## src/rtl/irqseq_pkg.sv

```systemverilog
package irqseq_pkg;

    localparam int ADDR_W     = 32;
    localparam int WORD_W     = 32;
    localparam int VEC_W      = 8;
    localparam int LIM_W      = 16;
    localparam int SEL_W      = 16;
    localparam int SLOT_B     = WORD_W / 8;
    localparam int GATE_SHIFT = 3;
    localparam int FRAME_B    = 3 * SLOT_B;
    localparam int IF_BIT     = 9;
    localparam int TF_BIT     = 8;
    localparam int TBL_W      = ADDR_W + LIM_W;

    typedef logic [ADDR_W-1:0] addr_t;
    typedef logic [WORD_W-1:0] word_t;
    typedef logic [VEC_W-1:0]  vec_t;
    typedef logic [LIM_W-1:0]  lim_t;
    typedef logic [SEL_W-1:0]  sel_t;

    typedef struct packed {
        addr_t base;
        lim_t  limit;
    } tbl_t;

    typedef enum logic [3:0] {
        S_IDLE, S_CHK, S_GLO, S_GHI, S_PFL, S_PCS, S_PIP,
        S_POP0, S_POP1, S_POP2, S_POP3, S_FIN, S_HALT
    } seq_st_e;

    typedef struct packed {
        word_t eip;
        sel_t  cs;
        word_t flags;
        addr_t sp;
    } frame_t;

    function automatic sel_t gate_sel(word_t lo);
        return lo[31:16];
    endfunction

    function automatic word_t gate_off(word_t lo, word_t hi);
        return {hi[31:16], lo[15:0]};
    endfunction

    function automatic word_t mask_entry(word_t f);
        word_t r;
        r = f;
        r[IF_BIT] = 1'b0;
        r[TF_BIT] = 1'b0;
        return r;
    endfunction

    function automatic addr_t gate_addr(addr_t base, vec_t v, logic upper);
        addr_t a;
        a = base + (addr_t'(v) << GATE_SHIFT);
        if (upper) a = a + addr_t'(SLOT_B);
        return a;
    endfunction

endpackage

```

## src/rtl/irq_tbl_reg.sv

```systemverilog
module irq_tbl_reg
    import irqseq_pkg::*;
(
    input  logic clk,
    input  logic rst,
    input  logic load,
    input  tbl_t wdata,
    output tbl_t q
);

    always_ff @(posedge clk) begin
        if (rst)       q <= '0;
        else if (load) q <= wdata;
    end

    AST_TBL_HOLD: assert property (@(posedge clk) disable iff (rst)
        !load |=> $stable(q));

endmodule

```

## src/rtl/irq_limit_chk.sv

```systemverilog
module irq_limit_chk
    import irqseq_pkg::*;
(
    input  vec_t vec,
    input  lim_t limit,
    output logic over
);

    localparam int CMP_W = LIM_W + 1;

    logic [CMP_W-1:0] last_byte;

    always_comb begin
        last_byte = CMP_W'({vec, {GATE_SHIFT{1'b1}}});
        over      = last_byte > {1'b0, limit};
    end

endmodule

```

## src/rtl/irq_seq_fsm.sv

```systemverilog
module irq_seq_fsm
    import irqseq_pkg::*;
(
    input  logic   clk,
    input  logic   rst,
    input  logic   ent_req,
    input  vec_t   ent_vec,
    input  word_t  cur_eip,
    input  sel_t   cur_cs,
    input  word_t  cur_flags,
    input  addr_t  sp_in,
    input  logic   ret_req,
    input  addr_t  tbl_base,
    input  logic   over,
    output vec_t   vec_q,
    output logic   mem_req,
    output logic   mem_we,
    output addr_t  mem_addr,
    output word_t  mem_wdata,
    input  word_t  mem_rdata,
    output frame_t res,
    output logic   busy,
    output logic   done,
    output logic   shutdown
);

    seq_st_e st;
    addr_t   sp_q;
    word_t   eip_q;
    sel_t    cs_q;
    word_t   fl_q;
    word_t   lo_q;

    always_ff @(posedge clk) begin
        if (rst) begin
            st    <= S_IDLE;
            vec_q <= '0;
            sp_q  <= '0;
            eip_q <= '0;
            cs_q  <= '0;
            fl_q  <= '0;
            lo_q  <= '0;
            res   <= '0;
        end else begin
            case (st)
                S_IDLE: begin
                    if (ent_req) begin
                        vec_q <= ent_vec;
                        sp_q  <= sp_in;
                        eip_q <= cur_eip;
                        cs_q  <= cur_cs;
                        fl_q  <= cur_flags;
                        st    <= S_CHK;
                    end else if (ret_req) begin
                        sp_q <= sp_in;
                        st   <= S_POP0;
                    end
                end
                S_CHK:  st <= over ? S_HALT : S_GLO;
                S_GLO:  st <= S_GHI;
                S_GHI: begin
                    lo_q <= mem_rdata;
                    st   <= S_PFL;
                end
                S_PFL: begin
                    res.eip <= gate_off(lo_q, mem_rdata);
                    res.cs  <= gate_sel(lo_q);
                    st      <= S_PCS;
                end
                S_PCS:  st <= S_PIP;
                S_PIP: begin
                    res.flags <= mask_entry(fl_q);
                    res.sp    <= sp_q - addr_t'(FRAME_B);
                    st        <= S_FIN;
                end
                S_POP0: st <= S_POP1;
                S_POP1: begin
                    res.eip <= mem_rdata;
                    st      <= S_POP2;
                end
                S_POP2: begin
                    res.cs <= mem_rdata[SEL_W-1:0];
                    st     <= S_POP3;
                end
                S_POP3: begin
                    res.flags <= mem_rdata;
                    res.sp    <= sp_q + addr_t'(FRAME_B);
                    st        <= S_FIN;
                end
                S_FIN:  st <= S_IDLE;
                S_HALT: st <= S_HALT;
                default: st <= S_HALT;
            endcase
        end
    end

    always_comb begin
        mem_req   = 1'b0;
        mem_we    = 1'b0;
        mem_addr  = '0;
        mem_wdata = '0;
        case (st)
            S_GLO: begin
                mem_req  = 1'b1;
                mem_addr = gate_addr(tbl_base, vec_q, 1'b0);
            end
            S_GHI: begin
                mem_req  = 1'b1;
                mem_addr = gate_addr(tbl_base, vec_q, 1'b1);
            end
            S_PFL: begin
                mem_req   = 1'b1;
                mem_we    = 1'b1;
                mem_addr  = sp_q - addr_t'(SLOT_B);
                mem_wdata = fl_q;
            end
            S_PCS: begin
                mem_req   = 1'b1;
                mem_we    = 1'b1;
                mem_addr  = sp_q - addr_t'(2 * SLOT_B);
                mem_wdata = word_t'(cs_q);
            end
            S_PIP: begin
                mem_req   = 1'b1;
                mem_we    = 1'b1;
                mem_addr  = sp_q - addr_t'(FRAME_B);
                mem_wdata = eip_q;
            end
            S_POP0: begin
                mem_req  = 1'b1;
                mem_addr = sp_q;
            end
            S_POP1: begin
                mem_req  = 1'b1;
                mem_addr = sp_q + addr_t'(SLOT_B);
            end
            S_POP2: begin
                mem_req  = 1'b1;
                mem_addr = sp_q + addr_t'(2 * SLOT_B);
            end
            default: ;
        endcase
    end

    assign busy     = (st != S_IDLE) && (st != S_HALT);
    assign done     = (st == S_FIN);
    assign shutdown = (st == S_HALT);

    AST_SHUT_STICKY: assert property (@(posedge clk) disable iff (rst)
        shutdown |=> shutdown);
    AST_SHUT_QUIET: assert property (@(posedge clk) disable iff (rst)
        shutdown |-> (!mem_req && !done));
    AST_DONE_PULSE: assert property (@(posedge clk) disable iff (rst)
        done |=> !done);
    AST_DONE_BUSY: assert property (@(posedge clk) disable iff (rst)
        done |-> busy);
    AST_PUSH_DESC: assert property (@(posedge clk) disable iff (rst)
        (mem_req && mem_we && $past(mem_req && mem_we))
        |-> (mem_addr == $past(mem_addr) - addr_t'(SLOT_B)));
    AST_READ_ASC: assert property (@(posedge clk) disable iff (rst)
        (mem_req && !mem_we && $past(mem_req && !mem_we))
        |-> (mem_addr == $past(mem_addr) + addr_t'(SLOT_B)));

endmodule

```

## src/rtl/irq_gate_seq.sv

```systemverilog
module irq_gate_seq
    import irqseq_pkg::*;
(
    input  logic        clk,
    input  logic        rst,
    input  logic        tbl_load,
    input  logic [47:0] tbl_wdata,
    output logic [47:0] tbl_rdata,
    input  logic        ent_req,
    input  logic [7:0]  ent_vec,
    input  logic [31:0] cur_eip,
    input  logic [15:0] cur_cs,
    input  logic [31:0] cur_flags,
    input  logic [31:0] sp_in,
    input  logic        ret_req,
    output logic        mem_req,
    output logic        mem_we,
    output logic [31:0] mem_addr,
    output logic [31:0] mem_wdata,
    input  logic [31:0] mem_rdata,
    output logic [31:0] res_eip,
    output logic [15:0] res_cs,
    output logic [31:0] res_flags,
    output logic [31:0] res_sp,
    output logic        busy,
    output logic        done,
    output logic        shutdown
);

    tbl_t   tbl_q;
    vec_t   vec_q;
    logic   over;
    frame_t res;

    irq_tbl_reg u_tbl (
        .clk   (clk),
        .rst   (rst),
        .load  (tbl_load),
        .wdata (tbl_t'(tbl_wdata)),
        .q     (tbl_q)
    );

    irq_limit_chk u_lim (
        .vec   (vec_q),
        .limit (tbl_q.limit),
        .over  (over)
    );

    irq_seq_fsm u_fsm (
        .clk       (clk),
        .rst       (rst),
        .ent_req   (ent_req),
        .ent_vec   (ent_vec),
        .cur_eip   (cur_eip),
        .cur_cs    (cur_cs),
        .cur_flags (cur_flags),
        .sp_in     (sp_in),
        .ret_req   (ret_req),
        .tbl_base  (tbl_q.base),
        .over      (over),
        .vec_q     (vec_q),
        .mem_req   (mem_req),
        .mem_we    (mem_we),
        .mem_addr  (mem_addr),
        .mem_wdata (mem_wdata),
        .mem_rdata (mem_rdata),
        .res       (res),
        .busy      (busy),
        .done      (done),
        .shutdown  (shutdown)
    );

    assign tbl_rdata = tbl_q;
    assign res_eip   = res.eip;
    assign res_cs    = res.cs;
    assign res_flags = res.flags;
    assign res_sp    = res.sp;

endmodule

```

## config.mk

```make
export PLATFORM = sky130hd
export DESIGN_NAME = irq_gate_seq
export DESIGN_NICKNAME = d
export VERILOG_FILES = /design/src/rtl/irqseq_pkg.sv /design/src/rtl/irq_tbl_reg.sv /design/src/rtl/irq_limit_chk.sv /design/src/rtl/irq_seq_fsm.sv /design/src/rtl/irq_gate_seq.sv
export SDC_FILE = /design/constraint.sdc
export NUM_CORES = 1
export LEC_CHECK = 0
export BUFFER_PORTS_ARGS = -buffer_cell sky130_fd_sc_hd__buf_2
export CORE_ASPECT_RATIO = 0.5
export CORE_MARGIN = 3
export CORE_UTILIZATION = 40
export CTS_BUF_LIST = sky130_fd_sc_hd__clkbuf_8 sky130_fd_sc_hd__clkbuf_16
export CTS_CLUSTER_DIAMETER = 40
export DETAILED_ROUTE_END_ITERATION = 8
export PLACE_DENSITY_LB_ADDON = 0.25
export SYNTH_ARGS = -nofsm -noshare
export SYNTH_HDL_FRONTEND = slang
export SYNTH_HIERARCHICAL = 1
export SYNTH_SLANG_ARGS = --single-unit
```

## constraint.sdc

```tcl
create_clock -name clk -period 14.7 [get_ports clk]
set_clock_uncertainty 0.2 [all_clocks]
set_input_delay 0.735 -clock clk [delete_from_list [all_inputs] [get_ports clk]]
set_output_delay 0.735 -clock clk [all_outputs]
set_load 0.02 [all_outputs]
```

# After elaboration in Yosys (flattened, before gate mapping)
# Cells that the tools add are included.
# word_totals
regBits,316
latchBits,0
ram_bits,0
mem_bits_ro,0
in_bits,205
output_inout_bits,229
memories,0
# op_classes
add_sub_neg,8
multipliers,0
div_mod_pow,0
order_cmp,1
eq_ne,14
n_shift,0
mux,13
bitwise,0
reduce_logical,12
# ops
operator,n
32-bit case mux with 8 select lines,1
64-bit case mux with 2 select lines,1
32-bit case mux with 3 select lines,1
32-bit by 3-bit adder with 32-bit output (second input constant),2
32-bit by 4-bit adder with 32-bit output (second input constant),2
32-bit 2-to-1 mux,2
32-bit case mux with 2 select lines,1
32-bit by 4-bit subtractor with 32-bit output (second input constant),2
4-bit case mux with 11 select lines,1
32-bit by 11-bit adder with 32-bit output,1
16-bit case mux with 2 select lines,1
32-bit by 3-bit subtractor with 32-bit output (second input constant),1
4-bit equality test (second input constant),5
4-bit by 3-bit equality test with 1-bit output (second input constant),4
11-bit by 16-bit > comparator with 1-bit output,1
4-bit 2-to-1 mux,3
4-bit by 2-bit equality test with 1-bit output (second input constant),2
2-bit nonzero test,4
8-bit OR reduction,1
4-bit by 1-bit equality test with 1-bit output (second input constant),1
4-bit zero test,1
4-bit != test (second input constant),1
2-bit AND reduction,2
4-bit nonzero test,1
5 further kinds,6

# Longest topological paths before layout
# Gate-level depths: netlist of the first run.
# depth
word_depth,3
depth_mapped,18
mapped_depth_nobuf,15

# Modules after synthesis
# The synthesis of the first run kept the hierarchy.
# by_module_without_submodules
mod,instances,cells_each,area_per_inst_um2
irq_seq_fsm,1,2352,16587.2
irq_tbl_reg,1,155,1729.2
irq_limit_chk,1,30,235.2

# Least setup slack after synthesis of the first run
# OpenSTA, ideal clock, no wires.
# synth_timing
path_type,reg2out
start,register u_fsm.st[1]
end,output mem_addr[28]
t_arrival_ns,4.867
required_time_ns,13.765
setup_slack_ns,8.898
path_stages_with_launch,19
path_cell_list,dfxtp_1 buf_6 or4b_4 buf_6 clkbuf_1 clkbuf_1 clkbuf_1 clkbuf_1 clkbuf_1 nand2_1 o21ai_0 ha_1 nand2b_4 or4_4 or4_4 or4_4 nor2_1 xor2_1 o21ai_0
# synth_via
elab_chain_len,2
word_cells_on_any_way,9
classes_between,eq/ne (8); mux (1)
# synth_rtl
element,line_no,text
"start, declared",irq_seq_fsm.sv:27,seq_st_e st;
"start signal, assigned",irq_seq_fsm.sv:59,S_CHK: st <= over ? S_HALT : S_GLO;
"4-bit equality test, or another cell as far along",irq_seq_fsm.sv:102,case (st)
32-bit case mux with 8 select lines (*),irq_seq_fsm.sv:102,
"end, declared",irq_gate_seq.sv:18,"output logic [31:0] mem_addr,"
# Every way passes the cells marked *; elsewhere a longest branch is shown, timed or not.

# Worst setup path after layout of the first run
# Ends and elaborated chain as after synthesis.

==> impl_results.md, run 1 <==
* Die Span Y at 158.3 um
* Core Box Area at 45,490 um^2
* Mapped Cells at 2,537
* Reg-to-Reg Start: u_fsm/sp_q[5]
* Worst path arrival time at 6.02 ns
* Max cap viols at 0
* Die area at 49,160 um^2
* Port Buffers at 433
* Status: finished, final reports clean
* Worst-Margin Slew at 1.083 ns
* Crit path launch type: flip-flop
* Internal reg-to-reg setup slack at 10.75 ns
* DRC Markers at 0
* Fmax at 0.1438 GHz
* Commonest non-fill, non-tap cell in the layout: nand2_1
* Vias per cell at 5.717
* Crit-path cells: buf_4 > nor2_1 > and2_1 > nand2_2 > buf_4 > ha_1 > a21oi_1 > o21ai_0 > a221oi_1 > o21ai_0 > a21oi_1 > a31oi_1 > a21oi_1 > mux2i_1 > a221oi_1 > o21ai_0 > buf_2
* H-tree depth at 2
* Global-route wire length before repair at 111.0 mm
* Hold WC Path Type: input port to flip-flop
* Synth top area share at 0.3410
* Total CTS buffers at 37
* Crit path kind: flip-flop to output pin
* Switch Pwr at 1350 uW
* # setup viols final at 0
* Number of synthesized flops with an enable pin at 0
* Postcts setup bufs at 0
* Total Power at 3259 uW
* Clock Tree Buf Depth at 3
* Drt initial violations at 2,150
* Filler instances at 4,689
* Routed Wire Length at 74.39 mm
* Starting Density at 0.4078
* Crit. End Element: output pin
* Antenna Diode Count at 0
* Pleak at 0.009523 uW
* Vias in the first global route at 18,630
* Clk slew on worst S/H paths at 0.06 ns
* VDD IR-drop max at 75.80 uV
* Crit path from: u_fsm/st[1]
* Buf/Inv on CP at 3
* WP data required at 13.77 ns
* TNS Setup at 0 ns
* Final ANT Viol Nets at 0
* Largest net degree at the start of global routing at 208
* Final Hold Vio Count at 0
* Seq pwr share at 0.319
* DR WL/cell at 21.25 um
* Critical Path Sink: mem_addr[28]
* Ys Warns at 6
* Mapped cell area at 18,550 um^2
* Synth async-reset ratio at 0
* Period utilisation layout at 0.4730
* CTS tree: done
* Max-slew headroom at 0.2755
* Syn Area/Cell at 7.312 um^2
* Clock Root Buffer: clkbuf_16
* RSZ-0062 raised after global routing: no
* Initial antenna violation count at 0
* Pint at 1908 uW
* Slew Viols, Final at 0
* Largest area contributor in the synthesized netlist: dfxtp_1
* Met1 Usage GRT at 0.3724
* GPL Wtd Cong at 0.9363
* Dpl hpwl at 52.99 mm
* Post-CTS Hold Buffers at 0
* Worst-path fanout max at 60
* Most Crowded Layer GR: met2
* Minimum clock period at 6.953 ns
* Sw Share at 0.4144
* Router iterations before antenna repair at 5
* Sequential area share after synthesis at 0.3410
* Crit path max-delay family: compound AO/OA/AOI/OAI gates
* Most frequent cells in the layout: nand2_1 (522), buf_2 (432), nor2_1 (324), dfxtp_1 (314), a21oi_1 (283)
* Logic pwr share at 0.392
* Vias at 20,020
* M2 GR Usage at 0.4853
* Chip width at 310.6 um
* GRT Util Overall at 0.2863
* Slowest CP cell: buf_4
* Clock Sink Count at 316
* Top cells by area, synth: dfxtp_1 (34%), nand2_1 (11%), a21oi_1 (7.6%)
* Clock Power Share at 0.289
* # rows at 55
* Worst r2r path cells at 8
* CP max stage delay at 0.67 ns
* RR Endpoint: u_fsm/res[29]
* Net total in the final layout at 3,104
* Grt ovf at 0
* Layout area overhead at 20.23%
* Met3 Use GR at 0.05072
* Final instance area at 22,310 um^2
* Syn nets at 2,790
* Levels on crit path at 17
* Cell Area, Placed at 21,080 um^2
* Seq cells post-synth at 316
* Netlist cell types at 83
* Post-CTS sizing at 0
* # IOs at 434
* Fraction of layout cells with a size suffix above 1 at 0.1997
* Worst-Skew Late Latency at 0.56 ns
* PwrDens at 146.1 nW/um^2
* Most used DFF post-synth: dfxtp_1
[layer usage]
metal	wire length, um	up-vias	share of wire
li1	-	9511	-
met1	31330	9588	0.42
met4	2383	0	0.032
met2	35140	767	0.47
met3	5541	149	0.074
met5	0	-	0
[through the flow]
step	worst slack, ns	util	hold slack, ns	std cells
6_report	7.747	0.4904	0.2005	3501
5_1_grt	7.433	0.4904	0.1920	3501
4_1_cts	7.859	0.4904	0.1788	3501
3_5_place_dp	8.497	0.4634	0.2426	3439
3_3_place_gp	8.593	0.4634	0.2368	3439
2_1_floorplan	8.898	-	0.2357	2537
[sequential cells by signal (all words and copies together), names as in the netlist]
register,flops
u_fsm/res,112
u_tbl/q,48
u_fsm/eip_q,32
u_fsm/fl_q,32
u_fsm/lo_q,32
u_fsm/sp_q,32
u_fsm/cs_q,16
u_fsm/vec_q,8
u_fsm/st,4
[kinds of logic after synthesis]
group / synth area share
and+or+nand+nor: 0.2539
AOI/OAI and AO/OA: 0.2162
DFF: 0.3410
buffers and inverters: 0.05139
xor gates and xnor gates: 0.05193
muxes: 0.05186
adders and majority gates: 0.03372
[cells in the mapped netlist (31+ instances only)]
cell and count:
nand2_1 524, nor2_1 327, dfxtp_1 316, a21oi_1 283, clkbuf_1 171, mux2i_1 95, o21ai_0 93, nand3_1 70
xnor2_1 63, xor2_1 47, ha_1 46, nor3_1 41, a211oi_1 31, a22oi_1 31
[how the worst min path moves through the flow]
stage | start | endpoint | cells past startpoint
after floorplan | u_fsm/fl_q[8] | u_fsm/fl_q[8] | 2
after CTS | sp_in[21] | u_fsm/sp_q[21] | 3
after global routing | sp_in[28] | u_fsm/sp_q[28] | 3
after detailed placement | u_fsm/res[111] | u_fsm/res[111] | 2
after global placement | u_fsm/res[111] | u_fsm/res[111] | 2
final | sp_in[28] | u_fsm/sp_q[28] | 3
[worst reg2reg max path, cell delays in order, from the launching register on]
cell	delay (ns)
dfxtp_1	0.91
nand4_1	0.20
or3_1	0.46
nor3_1	0.50
nand4_1	0.24
nor3_1	0.47
nand3_1	0.15
xor2_1	0.19
a2111oi_0	0.47
[area by class of cell]
type	count	area, um^2	share of cell area
multi-input combinational	1990	11320	0.5076
sequential	316	6331	0.2838
timing repair buffer	480	2542	0.1140
clock buffer	41	992.2	0.04448
tap	627	784.5	0.03517
clock inverter	21	235.2	0.01055
inverter	26	97.59	0.004375
[power groups by stage]
| stage | Sequential, uW | Combinational, uW | Clock [uW] |
|---|---|---|---|
| 6_report | 1040 | 1280 | 942 |
| 2_1_floorplan | 1040 | 841 | 0 |
| 3_5_place_dp | 1060 | 1250 | 0 |
| 3_3_place_gp | 1050 | 1240 | 0 |
| 5_1_grt | 1050 | 1380 | 995 |
| 4_1_cts | 1040 | 1260 | 961 |
Note: power is estimated with default switching activity, not from simulation.
==> inputs of run 2 (changes only) <==
==> constraint.sdc (replaced) <==
create_clock -name clk -period 5.91 [get_ports clk]
set_clock_uncertainty 0.2 [all_clocks]
set_input_delay 0.2955 -clock clk [delete_from_list [all_inputs] [get_ports clk]]
set_output_delay 0.2955 -clock clk [all_outputs]
set_load 0.02 [all_outputs]
==> run 2 against run 1 <==
Against the previous run:
- clock power rose to 2.6 times the previous value
- critical path depth shrank 6
- total power rose to 2.6 times the previous value
- clock-buffer cell count shrank 1
- register-to-register slack got worse by 8.8 ns
- critical path type unchanged
- highest routed layer is now met5
==> impl_results.md, run 2 (synthesis results as in run 1) <==
* Clk slew on worst S/H paths at 0.07 ns (about the same)
* Crit. End Element: output pin
* Status: finished, final reports clean
* Global-route wire length before repair at 117.7 mm (+6.0%)
* Clock Root Buffer: clkbuf_16
* Hold WC Path Type: input port to flip-flop
* Core Box Area at 45,490 um^2 (unchanged)
* Max-slew headroom at 0.1540 (-0.1215)
* Pleak at 0.01044 uW (+9.6%)
* Vias per cell at 5.703 (-0.24%)
* Initial antenna violation count at 4 (+4)
* Die area at 49,160 um^2 (unchanged)
* VDD IR-drop max at 153.7 uV (+100%)
* # IOs at 434 (unchanged)
* Layout area overhead at 31.90%
* Crit path launch type: flip-flop
* Clock Tree Buf Depth at 3 (unchanged)
* H-tree depth at 2 (unchanged)
* Router iterations before antenna repair at 6 (+1)
* Seq pwr share at 0.305 (-0.014)
* Grt ovf at 0 (unchanged)
* CP max stage delay at 0.75 ns (+0.08 ns)
* RSZ-0062 raised after global routing: no
* Pint at 4906 uW (+160%)
* Most frequent CP cell: or4_4
* PwrDens at 341.4 nW/um^2 (+130%)
* Worst-Skew Late Latency at 0.56 ns (about the same)
* # setup viols final at 0 (unchanged)
* Vias in the first global route at 20,280 (+8.9%)
* CTS tree: done
* Final Hold Vio Count at 0 (unchanged)
* Dpl hpwl at 54.39 mm (+2.6%)
* GRT Util Overall at 0.3028 (+0.01651)
* GPL Wtd Cong at 1.003 (+7.1%)
* Sw Share at 0.4127 (-0.001658)
* Starting Density at 0.4078 (unchanged)
* Slew Viols, Final at 0 (unchanged)
* Max cap viols at 0 (unchanged)
* TNS Setup at 0 ns (unchanged)
* Routed Wire Length at 78.52 mm (+5.6%)
* Largest net degree at the start of global routing at 127 (-39%)
* Logic pwr share at 0.404 (+0.012)
* Vias at 21,220 (+6.0%)
* Commonest non-fill, non-tap cell in the layout: nand2_1
* Buf/Inv on CP at 2 (-1)
* Worst-path fanout max at 45 (-25%)
* DRC Markers at 0 (unchanged)
* Slowest CP cell: dfxtp_1
* Crit path max-delay family: simple AND/OR/NAND/NOR gates
* Worst path arrival time at 5.09 ns (-0.93 ns)
* Largest regs: u_fsm/res (112), u_tbl/q (48)
* Net total in the final layout at 3,318 (+6.9%)
* Worst-Margin Slew at 1.257 ns (+0.1748 ns)
* Final ANT Viol Nets at 0 (unchanged)
* Crit path kind: flip-flop to output pin
* DR WL/cell at 21.10 um (-0.69%)
* Period utilisation layout at 0.9452
* Total Power at 8353 uW (+160%)
* Clock Sink Count at 316 (unchanged)
* Register area at 6331 um^2 (unchanged)
* Die Span Y at 158.3 um (unchanged)
* WP data required at 5.41 ns (-8.36 ns)
* Fraction of layout cells with a size suffix above 1 at 0.1915 (-0.008198)
* Clock Power Share at 0.290 (about the same)
* Largest Register: u_fsm/res
* Chip width at 310.6 um (unchanged)
* Switch Pwr at 3447 uW (+160%)
* Port Buffers at 433 (unchanged)
* Minimum clock period at 5.586 ns
* Max reg flops at 112 (unchanged)
* # rows at 55 (unchanged)
* Crit-path cells: or4b_4 > buf_4 > a21oi_1 > nand2b_4 > or4_4 > or4_4 > or4_4 > nor2_1 > xor2_1 > o221ai_1 > buf_2
* Most frequent cells in the layout: nand2_1 (522), buf_2 (432), nor2_1 (324), dfxtp_1 (314), a21oi_1 (283)
* Multi-input combinational cell area at 11,330 um^2 (about the same)
* Filler instances at 4,355 (-7.1%)
* Total CTS buffers at 36 (-2.7%)
* Fmax at 0.1790 GHz
* Drt initial violations at 2,142 (-0.37%)
[run 2: path summary, 6_finish.rpt]
check,start,endpoint,slack (ns),cells after the start
setup / recovery,u_fsm/st[2],mem_addr[24],0.32,11
hold / removal,rst,u_fsm/res[7],0.01,2
setup reg to reg,u_fsm/sp_q[11],u_fsm/res[29],1.96,9
hold reg to reg,u_fsm/res[111],u_fsm/res[111],0.25,2
[run 2: area by class of cell]
class                           count  area share
Tap cell                          627     0.03206
Sequential cell                   316      0.2587
Clock buffer                       40     0.03953
Inverter                           26    0.003988
Antenna cell                        3   0.0003068
Clock inverter                     24     0.01253
Multi-Input combinational cell   1990      0.4630
Timing Repair Buffer              695      0.1899
[run 2: what timing repair did]
| item | 4_1_cts | 5_1_grt |
|---|---|---|
| hold buffers | 201 | 0 |
| gates resized for setup | 0 | 1 |
| hold endpoints to repair | 281 | 0 |
| setup endpoints to repair | 0 | 1 |
| setup buffers | 0 | 0 |
[run 2: metrics by stage]
stage               utilization  std cells  setup slack, ns  hold WS, ns  instance area, um^2
global route             0.5379       3720          0.07341      0.07665                24470
global placement         0.4654       3453           0.9533       0.2362                21170
CTS                      0.5376       3718           0.2323      0.05175                24460
floorplan                     -       2537           0.5477       0.2315                18550
detailed placement       0.4654       3453           0.8876       0.2418                21170
finish                   0.5379       3721           0.3241      0.01040                24470
[run 2: worst reg2reg max path: stages (launching register included)]
cell,delay (ns)
dfxtp_1,0.81
and3_1,0.26
nand3_1,0.12
or3_1,0.43
nor3_1,0.52
nand4_1,0.23
nor3_1,0.46
nand3_1,0.17
xor2_1,0.21
a2111oi_0,0.42
[run 2: metal layers]
layer / vias to the layer above / part of all wire / track usage
met4: 2 / 0.050 / 0.1513
li1: 9947 / - / -
met2: 995 / 0.46 / 0.4966
met5: - / 0.00010 / 0
met3: 250 / 0.083 / 0.06204
met1: 10030 / 0.41 / 0.3839
[run 2: power groups by stage]
| stage | sequential [uW] | combinational [uW] | clock [uW] |
|---|---|---|---|
| 3_5_place_dp | 2590 | 3170 | 0 |
| 2_1_floorplan | 2600 | 2090 | 0 |
| 6_report | 2550 | 3380 | 2430 |
| 5_1_grt | 2570 | 3640 | 2540 |
| 3_3_place_gp | 2580 | 3170 | 0 |
| 4_1_cts | 2540 | 3300 | 2460 |
